$ cat config.mk
export PLATFORM = sky130hd
export DESIGN_NAME = fifo_in_stage
export DESIGN_NICKNAME = d
export VERILOG_FILES = /design/src/rtl/fis_pkg.sv /design/src/rtl/fis_rst_sync.sv /design/src/rtl/fis_sync.sv /design/src/rtl/fis_chain.sv /design/src/rtl/fis_ctrl.sv /design/src/rtl/fifo_in_stage.sv
export SDC_FILE = /design/constraint.sdc
export NUM_CORES = 1
export LEC_CHECK = 0
export CAP_MARGIN = 20
export CELL_PAD_IN_SITES_DETAIL_PLACEMENT = 1
export CELL_PAD_IN_SITES_GLOBAL_PLACEMENT = 2
export CORE_MARGIN = 3
export CORE_UTILIZATION = 39
export CTS_BUF_LIST = sky130_fd_sc_hd__clkbuf_16
export DETAILED_ROUTE_END_ITERATION = 6
export DONT_BUFFER_PORTS = 1
export PLACE_DENSITY_LB_ADDON = 0.3
export SLEW_MARGIN = 0
export SYNTH_ARGS = -nofsm -noshare
export SYNTH_HDL_FRONTEND = slang
export SYNTH_SLANG_ARGS = --single-unit
$ cat constraint.sdc
create_clock -name clk -period 0.9 [get_ports clk]
set_input_delay 0.135 -clock clk [delete_from_list [all_inputs] [get_ports clk]]
set_output_delay 0.135 -clock clk [all_outputs]
set_load 0.1 [all_outputs]
$ cat src/rtl/fis_pkg.sv
package fis_pkg;
  typedef enum logic [1:0] {
    CH_HOLD  = 2'd0,
    CH_INIT  = 2'd1,
    CH_LOAD  = 2'd2,
    CH_SHIFT = 2'd3
  } chain_op_e;
endpackage

$ cat src/rtl/fis_rst_sync.sv
module fis_rst_sync (
  input  logic clk,
  input  logic arst_n,
  output logic rst_no
);
  logic [1:0] rs_q;

  always_ff @(posedge clk or negedge arst_n) begin
    if (!arst_n) rs_q <= 2'b00;
    else         rs_q <= {rs_q[0], 1'b1};
  end

  assign rst_no = rs_q[1];
endmodule

$ cat src/rtl/fis_sync.sv
module fis_sync #(
  parameter int WIDTH  = 3,
  parameter int STAGES = 2
) (
  input  logic             clk,
  input  logic             rst_n,
  input  logic [WIDTH-1:0] d,
  output logic [WIDTH-1:0] q
);
  logic [STAGES-1:0][WIDTH-1:0] st_q;
  logic [STAGES-1:0][WIDTH-1:0] st_n;

  always_comb begin
    st_n[0] = d;
    for (int i = 1; i < STAGES; i++) st_n[i] = st_q[i-1];
  end

  always_ff @(posedge clk or negedge rst_n) begin
    if (!rst_n) st_q <= '0;
    else        st_q <= st_n;
  end

  assign q = st_q[STAGES-1];
endmodule

$ cat src/rtl/fis_chain.sv
module fis_chain
  import fis_pkg::*;
#(
  parameter int WORD_W = 4
) (
  input  logic              clk,
  input  logic              rst_n,
  input  chain_op_e         op,
  input  logic [WORD_W-1:0] par_d,
  input  logic              ser_d,
  output logic [WORD_W-1:0] word,
  output logic              full
);
  localparam logic [WORD_W-1:0] MARK = {1'b1, {(WORD_W-1){1'b0}}};

  logic [WORD_W-1:0] dat_q, dat_n;
  logic              fc_q, fc_n;

  always_comb begin
    dat_n = dat_q;
    fc_n  = fc_q;
    unique case (op)
      CH_INIT:  begin dat_n = MARK;  fc_n = 1'b0; end
      CH_LOAD:  begin dat_n = par_d; fc_n = 1'b1; end
      CH_SHIFT: begin dat_n = {ser_d, dat_q[WORD_W-1:1]}; fc_n = dat_q[0]; end
      default:  ;
    endcase
  end

  always_ff @(posedge clk or negedge rst_n) begin
    if (!rst_n) begin
      dat_q <= MARK;
      fc_q  <= 1'b0;
    end else begin
      dat_q <= dat_n;
      fc_q  <= fc_n;
    end
  end

  assign word = dat_q;
  assign full = fc_q;


  full_hold_chk: assert property (@(posedge clk) disable iff (!rst_n)
    (fc_q && op != CH_INIT) |=> fc_q);
endmodule

$ cat src/rtl/fis_ctrl.sv
module fis_ctrl
  import fis_pkg::*;
#(
  parameter int WORD_W = 4
) (
  input  logic              clk,
  input  logic              rst_n,
  input  logic              mr_n,
  input  logic              xsel_n,
  input  logic              xfer_req_n,
  input  logic              top_empty,
  input  logic              pl_s,
  input  logic              ser_fall,
  input  logic              full,
  input  logic [WORD_W-1:0] word,
  output chain_op_e         op,
  output logic              push,
  output logic [WORD_W-1:0] push_word
);
  logic              master_q, master_n;
  logic              req_q, req_n;
  logic              push_q, push_n;
  logic [WORD_W-1:0] pw_q, pw_n;
  logic              reinit_ok;
  logic              push_go;

  assign reinit_ok = req_q && !pl_s && (master_q || !xsel_n);
  assign push_go   = mr_n && !xfer_req_n && full && top_empty && !req_q;

  always_comb begin
    if (!mr_n)                             op = CH_INIT;
    else if (reinit_ok)                    op = CH_INIT;
    else if (pl_s)                         op = CH_LOAD;
    else if (ser_fall && !xsel_n && !full) op = CH_SHIFT;
    else                                   op = CH_HOLD;
  end

  always_comb begin
    master_n = master_q;
    req_n    = req_q;
    pw_n     = pw_q;
    push_n   = push_go;
    if (!mr_n) begin
      master_n = !xsel_n;
      req_n    = 1'b0;
    end else if (push_go) begin
      req_n    = 1'b1;
      pw_n     = word;
    end else if (op == CH_INIT) begin
      req_n    = 1'b0;
    end
  end

  always_ff @(posedge clk or negedge rst_n) begin
    if (!rst_n) begin
      master_q <= 1'b0;
      req_q    <= 1'b0;
      push_q   <= 1'b0;
      pw_q     <= '0;
    end else begin
      master_q <= master_n;
      req_q    <= req_n;
      push_q   <= push_n;
      pw_q     <= pw_n;
    end
  end

  assign push      = push_q;
  assign push_word = pw_q;


  push_pulse_chk: assert property (@(posedge clk) disable iff (!rst_n)
    push_q |=> !push_q);

  push_full_chk: assert property (@(posedge clk) disable iff (!rst_n)
    push_q |-> $past(full));

  mr_clear_chk: assert property (@(posedge clk) disable iff (!rst_n)
    !mr_n |=> (!full && !push_q));

  reinit_pl_chk: assert property (@(posedge clk) disable iff (!rst_n)
    ($fell(full) && $past(mr_n)) |-> $past(!pl_s));

  slave_wait_chk: assert property (@(posedge clk) disable iff (!rst_n)
    ($fell(full) && $past(mr_n)) |-> $past(master_q || !xsel_n));
endmodule

$ cat src/rtl/fifo_in_stage.sv
module fifo_in_stage
  import fis_pkg::*;
#(
  parameter int WORD_W      = 4,
  parameter int SYNC_STAGES = 2
) (
  input  logic              clk,
  input  logic              rst_n,
  input  logic              mr_n,
  input  logic              xsel_n,
  input  logic              par_load,
  input  logic [WORD_W-1:0] par_d,
  input  logic              ser_clk,
  input  logic              ser_d,
  input  logic              xfer_req_n,
  input  logic              top_empty,
  output logic              in_full,
  output logic              push,
  output logic [WORD_W-1:0] push_word
);
  localparam int SYN_W = 3;

  logic             rst_i;
  logic [SYN_W-1:0] syn_q;
  logic             pl_s, sclk_s, sd_s;
  logic             sclk_prev_q, sclk_prev_n;
  logic             ser_fall;
  chain_op_e        op;
  logic [WORD_W-1:0] word;
  logic             full;

  fis_rst_sync u_rst (
    .clk    (clk),
    .arst_n (rst_n),
    .rst_no (rst_i)
  );

  fis_sync #(.WIDTH(SYN_W), .STAGES(SYNC_STAGES)) u_sync (
    .clk   (clk),
    .rst_n (rst_i),
    .d     ({par_load, ser_clk, ser_d}),
    .q     (syn_q)
  );

  assign {pl_s, sclk_s, sd_s} = syn_q;

  assign sclk_prev_n = sclk_s;
  assign ser_fall    = sclk_prev_q && !sclk_s;

  always_ff @(posedge clk or negedge rst_i) begin
    if (!rst_i) sclk_prev_q <= 1'b0;
    else        sclk_prev_q <= sclk_prev_n;
  end

  fis_chain #(.WORD_W(WORD_W)) u_chain (
    .clk   (clk),
    .rst_n (rst_i),
    .op    (op),
    .par_d (par_d),
    .ser_d (sd_s),
    .word  (word),
    .full  (full)
  );

  fis_ctrl #(.WORD_W(WORD_W)) u_ctrl (
    .clk        (clk),
    .rst_n      (rst_i),
    .mr_n       (mr_n),
    .xsel_n     (xsel_n),
    .xfer_req_n (xfer_req_n),
    .top_empty  (top_empty),
    .pl_s       (pl_s),
    .ser_fall   (ser_fall),
    .full       (full),
    .word       (word),
    .op         (op),
    .push       (push),
    .push_word  (push_word)
  );

  assign in_full = full;


  shift_gate_chk: assert property (@(posedge clk) disable iff (!rst_i)
    (op == CH_SHIFT) |-> (!xsel_n && !pl_s));
endmodule

==> results of run 1 <==
## through the flow
step | utilization | hold slack, ps
2_1_floorplan | - | -160.6
3_3_place_gp | 0.5704 | -160.5
3_5_place_dp | 0.5704 | -160.5
4_1_cts | 0.6997 | 7.410
5_1_grt | 0.7199 | 6.403
6_report | 0.7199 | 3.303
## metal layers
metal	up-vias	GRT usage	wire, um
li1	277	-	-
met1	312	0.2584	1036
met2	15	0.3598	1250
met3	4	0.03438	72
met4	0	0.06550	30
met5	-	0	0
## power by group through the flow
stage                     Clock (mW)  Combinational [mW]  Sequential, mW
after floorplan                    0               0.120            1.49
after global placement             0               0.774            1.14
after detailed placement           0               0.786            1.14
after CTS                      0.931               0.861            1.13
after global routing           0.989               0.924            1.15
final                          0.913               0.895            1.13
## state kept, by name (all words and copies together), names as in the netlist, 2 cells and up
name,cells
u_chain.word,4
u_ctrl.push_word,4
u_sync.q,3
u_sync.st_n,3
u_rst.rs_q,2
## worst paths after layout
path / depth (start not counted) / end / slack, ps / from
setup reg to reg: 3 / u_chain.word[3]$_DFFE_PN1P_ / -490 / u_chain.full$_DFFE_PN0P_
hold reg to reg: 1 / u_sync.st_n[4]$_DFF_PN0_ / 190 / u_rst.rs_q[1]$_DFF_PN0_
setup / recovery: 3 / u_chain.word[3]$_DFFE_PN1P_ / -490 / u_chain.full$_DFFE_PN0P_
min in group asynchronous: 1 / u_rst.rs_q[1]$_DFF_PN0_ / 110 / rst_n
hold / removal: 1 / u_chain.full$_DFFE_PN0P_ / 3 / mr_n
max in group asynchronous: 1 / u_chain.word[3]$_DFFE_PN1P_ / 440 / u_rst.rs_q[1]$_DFF_PN0_
## worst max-delay path, delay by kind of cell (launching register included)
kind / cells / cell delay, ps
flip-flops: 1 / 480
AO/OA/AOI/OAI: 1 / 180
AND/OR/NAND/NOR: 1 / 310
multiplexers: 1 / 340
## area by class of cell
class,count,area [um2]
well taps,25,31.28
repair buffers,32,349.1
multi-input cells,30,321.6
clock buffers,3,75.07
clock inverters,1,5.005
inverters,5,18.77
flip-flops and latches,21,536.8
fillers,154,520.5
## synth_stat cells (2+ instances only)
| cell | n |
|---|---|
| inv_1 | 5 |
| o32a_1 | 2 |
| and4bb_2 | 2 |
| a221oi_1 | 3 |
| nand2_1 | 3 |
| mux2_2 | 4 |
| and3_1 | 3 |
| dfrtp_1 | 20 |
## kinds of logic (layout without fill, tap and decap cells)
group | count (synthesis) | in the layout | synth area share
other | 1 | 1 | 0.004569
and+or+nand+nor | 11 | 11 | 0.1143
DFF | 21 | 21 | 0.6418
muxes | 6 | 6 | 0.08536
buffers and inverters | 6 | 41 | 0.03202
AOI/OAI and AO/OA | 12 | 12 | 0.1220
## timing repair
item                       in CTS  in global routing
hold buffers                    6                  0
resized for setup              15                  8
setup endpoints to repair      17                 17
hold endpoints to repair        6                  0
setup buffers                   5                  4
pin swaps                       7                  4
cloned                          0                  0
==> flow_summary.yaml, run 1 <==
yosys:
  ys_seq_elements: 21
  yosys-top-cells-area: "dfrtp_1 61%, mux2_2 5.5%, dfstp_2 3.2%, a221oi_1 3.2%, and4bb_2 3.0%"
  ys.flop_type: "dfrtp_1"
  synth_top_area_frac: 0.6098
  syn_area_per_cell_um2: 14.40
  synth_edf_count: 0
  yosysSeqAreaShare: 0.6418
  syn_area_um2: 820.8
  synth_warnings: 0
  syn_nets: 70
  synthCells: 57
  ys_types: 23
  async_flop_share: 1.000
  yosysTopAreaCell: "dfrtp_1"
routing:
  drt_iter0_markers: 7
  vias: 608
  drc: 0
  detail_route.first_pass.iterations: 3
  drt-wirelength-per-cell_um: 20.43
  wirelength_mm: 2.390
  final_antenna_net_count: 0
  via_per_inst: 5.197
global_route:
  grt_pass1_vias: 732
  grt_max_degree: 13
  grt_use_total: 0.2066
  overflow: 0
  grt_pass1_wl_mm: 3.891
  antenna_found_initial: 0
place:
  dp_hpwl_mm: 1.367
  numPortBuffers: 0
  place_inst: 100
  place_congestion: 0.7298
  pre_cts_slack_ps: -488.9
  post_dp_cell_area_um2: 1060
pwr:
  power_frac_seq: 0.386
  p_total_mw: 2.943
  switching_share: 0.3137
  max-vdd-ir-drop_uv: 1452
  p_int_mw: 2.019
  power_switching_uw: 923.2
  leakage_nw: 0.6334
  clock_power_share: 0.310
  powerDensity_nw_per_um2: 2200
  pwr-share-comb: 0.304
worst_setup_path:
  cp-end-kind: "flip-flop"
  crit_chain: "nor4b_4, mux2_4, o22a_1"
  crit_slowest_cell: "dfrtp_4"
  crit_type: "reg2reg"
  startpoint_type: "flip-flop"
  worst-path-max-fanout: 3
  cp_data_required_time_ps: 1070
  critPathMaxStageDelay_ps: 480
  crit_arrival_ps: 1560
clocking:
  clk_transition_reported_paths_ps: 60
  cts.sinks: 21
  cts_buffers: 3
  clk_latency_ps: 250
  clk_path_buf_depth: 2
  htree_levels: 1
  cts_tree: "done"
  cts.root.buffer_cell: "clkbuf_16"
timing:
  drv_slew: 0
  tns_ps: -4945
  period_share: 1.546
  rsz0062_at_grt: "yes"
  fin_skew_ps: 3.551
  post-route-min-period_ps: 1391
  layout_setup_ws_ps: -491.4
  finalSetupViolations: 17
  fmax_mhz: 718.7
  hold_violations: 0
floorplanning:
  die-height_um: 51.88
  initial_core_util: 0.4418
  design.portCount: 19
  die_x_um: 51.88
  die_area_um2: 2691
  core_um2: 1858
  rows: 15
final_layout:
  layout_common_cells: "15 x buf_4, 14 x dfrtp_1, 6 x dlygate4sd3_1, 6 x buf_12"
  layout_commonest_cell: "buf_4"
  nets: 106
  fin_cells: 117
  layout-drive-gt1-share: 0.5761
  diodes: 0
  final_cell_area_um2: 1338
  area_growth_pct: 62.96
hold_path:
  holdCritPathClass: "in2reg"
job:
  maxCapViolations: 0
outcome:
  status: "finished with violations"
  violations: "setup timing"
(Power assumes the default switching activity.)
==> run 2, diff against run 1 <==
Settings changed: ABC_AREA set to 1, ABC_CLOCK_PERIOD_IN_PS set to 900, CORE_UTILIZATION 39 to 36.
==> run 2 against run 1 <==
The flow still finishes with violations (setup timing). Critical path type is now reg2out. Power decreased by 8.3%. Global-route usage decreased by 4.4 points. Sequential power decreased by 4%.
==> flow_summary.yaml, run 2 <==
routing:
  vias: 637
  detail_route.first_pass.iterations: 4
  wirelength_mm: 2.023
  drt_iter0_markers: 5
  drt-wirelength-per-cell_um: 14.99
  via_per_inst: 4.719
  final_antenna_net_count: 0
  drc: 0
worst_setup_path:
  cp-end-kind: "output port"
  crit_type: "reg2out"
  startpoint_type: "flip-flop"
  cp_data_required_time_ps: 760
  r2r-start: "u_chain.full$_DFFE_PN0P_"
  worst-path-max-fanout: 4
  crit_arrival_ps: 1070
  startpoint: "u_chain.full$_DFFE_PN0P_"
pwr:
  power_switching_uw: 801.7
  p_total_mw: 2.699
  p_int_mw: 1.897
  pwr-share-comb: 0.254
  max-vdd-ir-drop_uv: 2354
  leakage_nw: 0.5823
  clock_power_share: 0.341
  switching_share: 0.2970
  power_frac_seq: 0.405
  powerDensity_nw_per_um2: 2119
clocking:
  cts.sinks: 21
  htree_levels: 1
  cts.root.buffer_cell: "clkbuf_16"
  clk_latency_ps: 250
  cts_tree: "done"
  clk_path_buf_depth: 2
  cts_buffers: 3
  clk_transition_reported_paths_ps: 60
final_layout:
  layout_common_cells: "14 x dfrtp_1, 13 x nand2_1, 11 x buf_4"
  layout-drive-gt1-share: 0.4444
  nets: 122
  diodes: 0
  nFillCells: 221
  area_growth_pct: 59.06
  layout_commonest_cell: "dfrtp_1"
global_route:
  grt_pass1_vias: 652
  overflow: 0
  antenna_found_initial: 0
  grt_max_degree: 13
  grt_pass1_wl_mm: 3.167
  grt_use_total: 0.1631
hold_path:
  worstHoldStart: "top_empty"
  holdCritPathClass: "in2reg"
timing:
  period_share: 1.338
  fin_skew_ps: 3.566
  drv_slew: 0
  layout_setup_ws_ps: -304.5
  hold_violations: 0
  fmax_mhz: 830.2
  holdWs_ps: 25.05
  finalSetupViolations: 17
  post-route-min-period_ps: 1204
  rsz0062_at_grt: "yes"
floorplanning:
  die_area_um2: 2827
  initial_core_util: 0.3922
  core_um2: 2042
  die-height_um: 53.17
  design.portCount: 19
  die_x_um: 53.17
  rows: 16
yosys:
  synth_warnings: 0
  async_flop_share: 1.000
  ys_seq_elements: 21
  synth_edf_count: 0
  syn_area_per_cell_um2: 10.14
  synthCells: 79
  syn_nets: 92
  yosysSeqAreaShare: 0.6578
  syn_area_um2: 800.8
  ys.flop_type: "dfrtp_1"
  synthTopCellsByCount: "23 x nand2_1, 20 x dfrtp_1, 8 x inv_1"
  synth_most_common_cell: "nand2_1"
  ys_types: 18
  synth_top_area_frac: 0.6250
  yosysTopAreaCell: "dfrtp_1"
  yosys-top-cells-area: "dfrtp_1 63%, nand2_1 11%, inv_1 3.8%, o211ai_1 3.8%, dfstp_2 3.3%"
place:
  numPortBuffers: 0
  place_congestion: 0.7676
  dp_hpwl_mm: 1.311
outcome:
  violations: "setup timing"
  status: "finished with violations"
job:
  maxCapViolations: 0
-- run 2: cell count changes in the layout (fill, tap and decap cells not counted), sizes merged, moves of 3 or more --
cell    delta
buf        -9
and3       -3
nor2       +9
nand2     +21
nand3      +3
o21ai      +5
o32a       -3
mux2       -5
a221oi     -3
o211ai     +4
inv        +5
-- run 2: what timing repair did --
action / CTS / global route
gates cloned: 1 / 0
setup buffers: 2 / 4
gates resized for setup: 7 / 17
hold buffers: 6 / 1
pin swaps: 5 / 9
endpoints found under the hold margin: 6 / 1
setup endpoints to repair: 17 / 17
-- run 2: cell families after synthesis --
family | Yosys count | share of synthesized area
other | 1 | 0.004683
buffers and inverters | 10 | 0.04843
AND/OR/NAND/NOR | 37 | 0.2141
flip-flops | 21 | 0.6578
AO/OA/AOI/OAI | 10 | 0.07500
-- run 2: metrics by stage --
| stage | util | setup WS [ps] | std cells | setup TNS [ps] | instance area, um2 |
|---|---|---|---|---|---|
| 6_report | 0.6238 | -304.5 | 135 | -3227 | 1274 |
| 5_1_grt | 0.6238 | -336.1 | 135 | -4124 | 1274 |
| 4_1_cts | 0.5784 | -289.2 | 130 | -3220 | 1181 |
| 3_5_place_dp | 0.4859 | -293.5 | 117 | -1858 | 992.2 |
| 3_3_place_gp | 0.4859 | -230.6 | 117 | -1505 | 992.2 |
| 2_1_floorplan | - | -335.7 | 79 | -3207 | 813.3 |
-- run 2: power groups by stage --
stage          registers (mW)  clock network [mW]  logic, mW
4_1_cts                  1.09               0.921      0.614
5_1_grt                  1.10               0.990      0.729
3_5_place_dp             1.11                   0      0.566
2_1_floorplan            1.35                   0     0.0965
6_report                 1.09               0.920      0.687
3_3_place_gp             1.10                   0      0.561
-- run 2: metal layers --
layer | global-route usage | share of wire | vias up
met3 | 0.03944 | 0.052 | 6
met5 | 0 | 0 | -
met1 | 0.2186 | 0.44 | 303
met4 | 0.07660 | 0.019 | 0
li1 | - | - | 311
met2 | 0.2459 | 0.48 | 17
-- run 2: layout make-up --
cell class / instances / area (um2) / area share
clock buffers: 3 / 75.07 / 0.05894
clock inverters: 1 / 3.754 / 0.002947
inverters: 10 / 38.79 / 0.03045
multi-input cells: 49 / 312.8 / 0.2456
flip-flops and latches: 21 / 536.8 / 0.4214
well taps: 27 / 33.78 / 0.02652
repair buffers: 24 / 272.8 / 0.2141
-- run 2: critical path: stages (launching register included) --
cell,delay [ps]
dfrtp_4,500
buf_4,160
buf_12,160
-- run 2: worst paths after layout --
kind / slack [ps] / endpoint / cells after the start
min: 30 / u_ctrl.push_word[1]$_DFFE_PN0P_ / 2
max: -300 / in_full / 2
max reg2reg: -260 / u_ctrl.push_word[1]$_DFFE_PN0P_ / 6
max in group asynchronous: 480 / u_chain.word[3]$_DFFE_PN1P_ / 1
min in group asynchronous: 110 / u_rst.rs_q[0]$_DFF_PN0_ / 1
min reg2reg: 170 / u_sync.st_n[5]$_DFF_PN0_ / 1
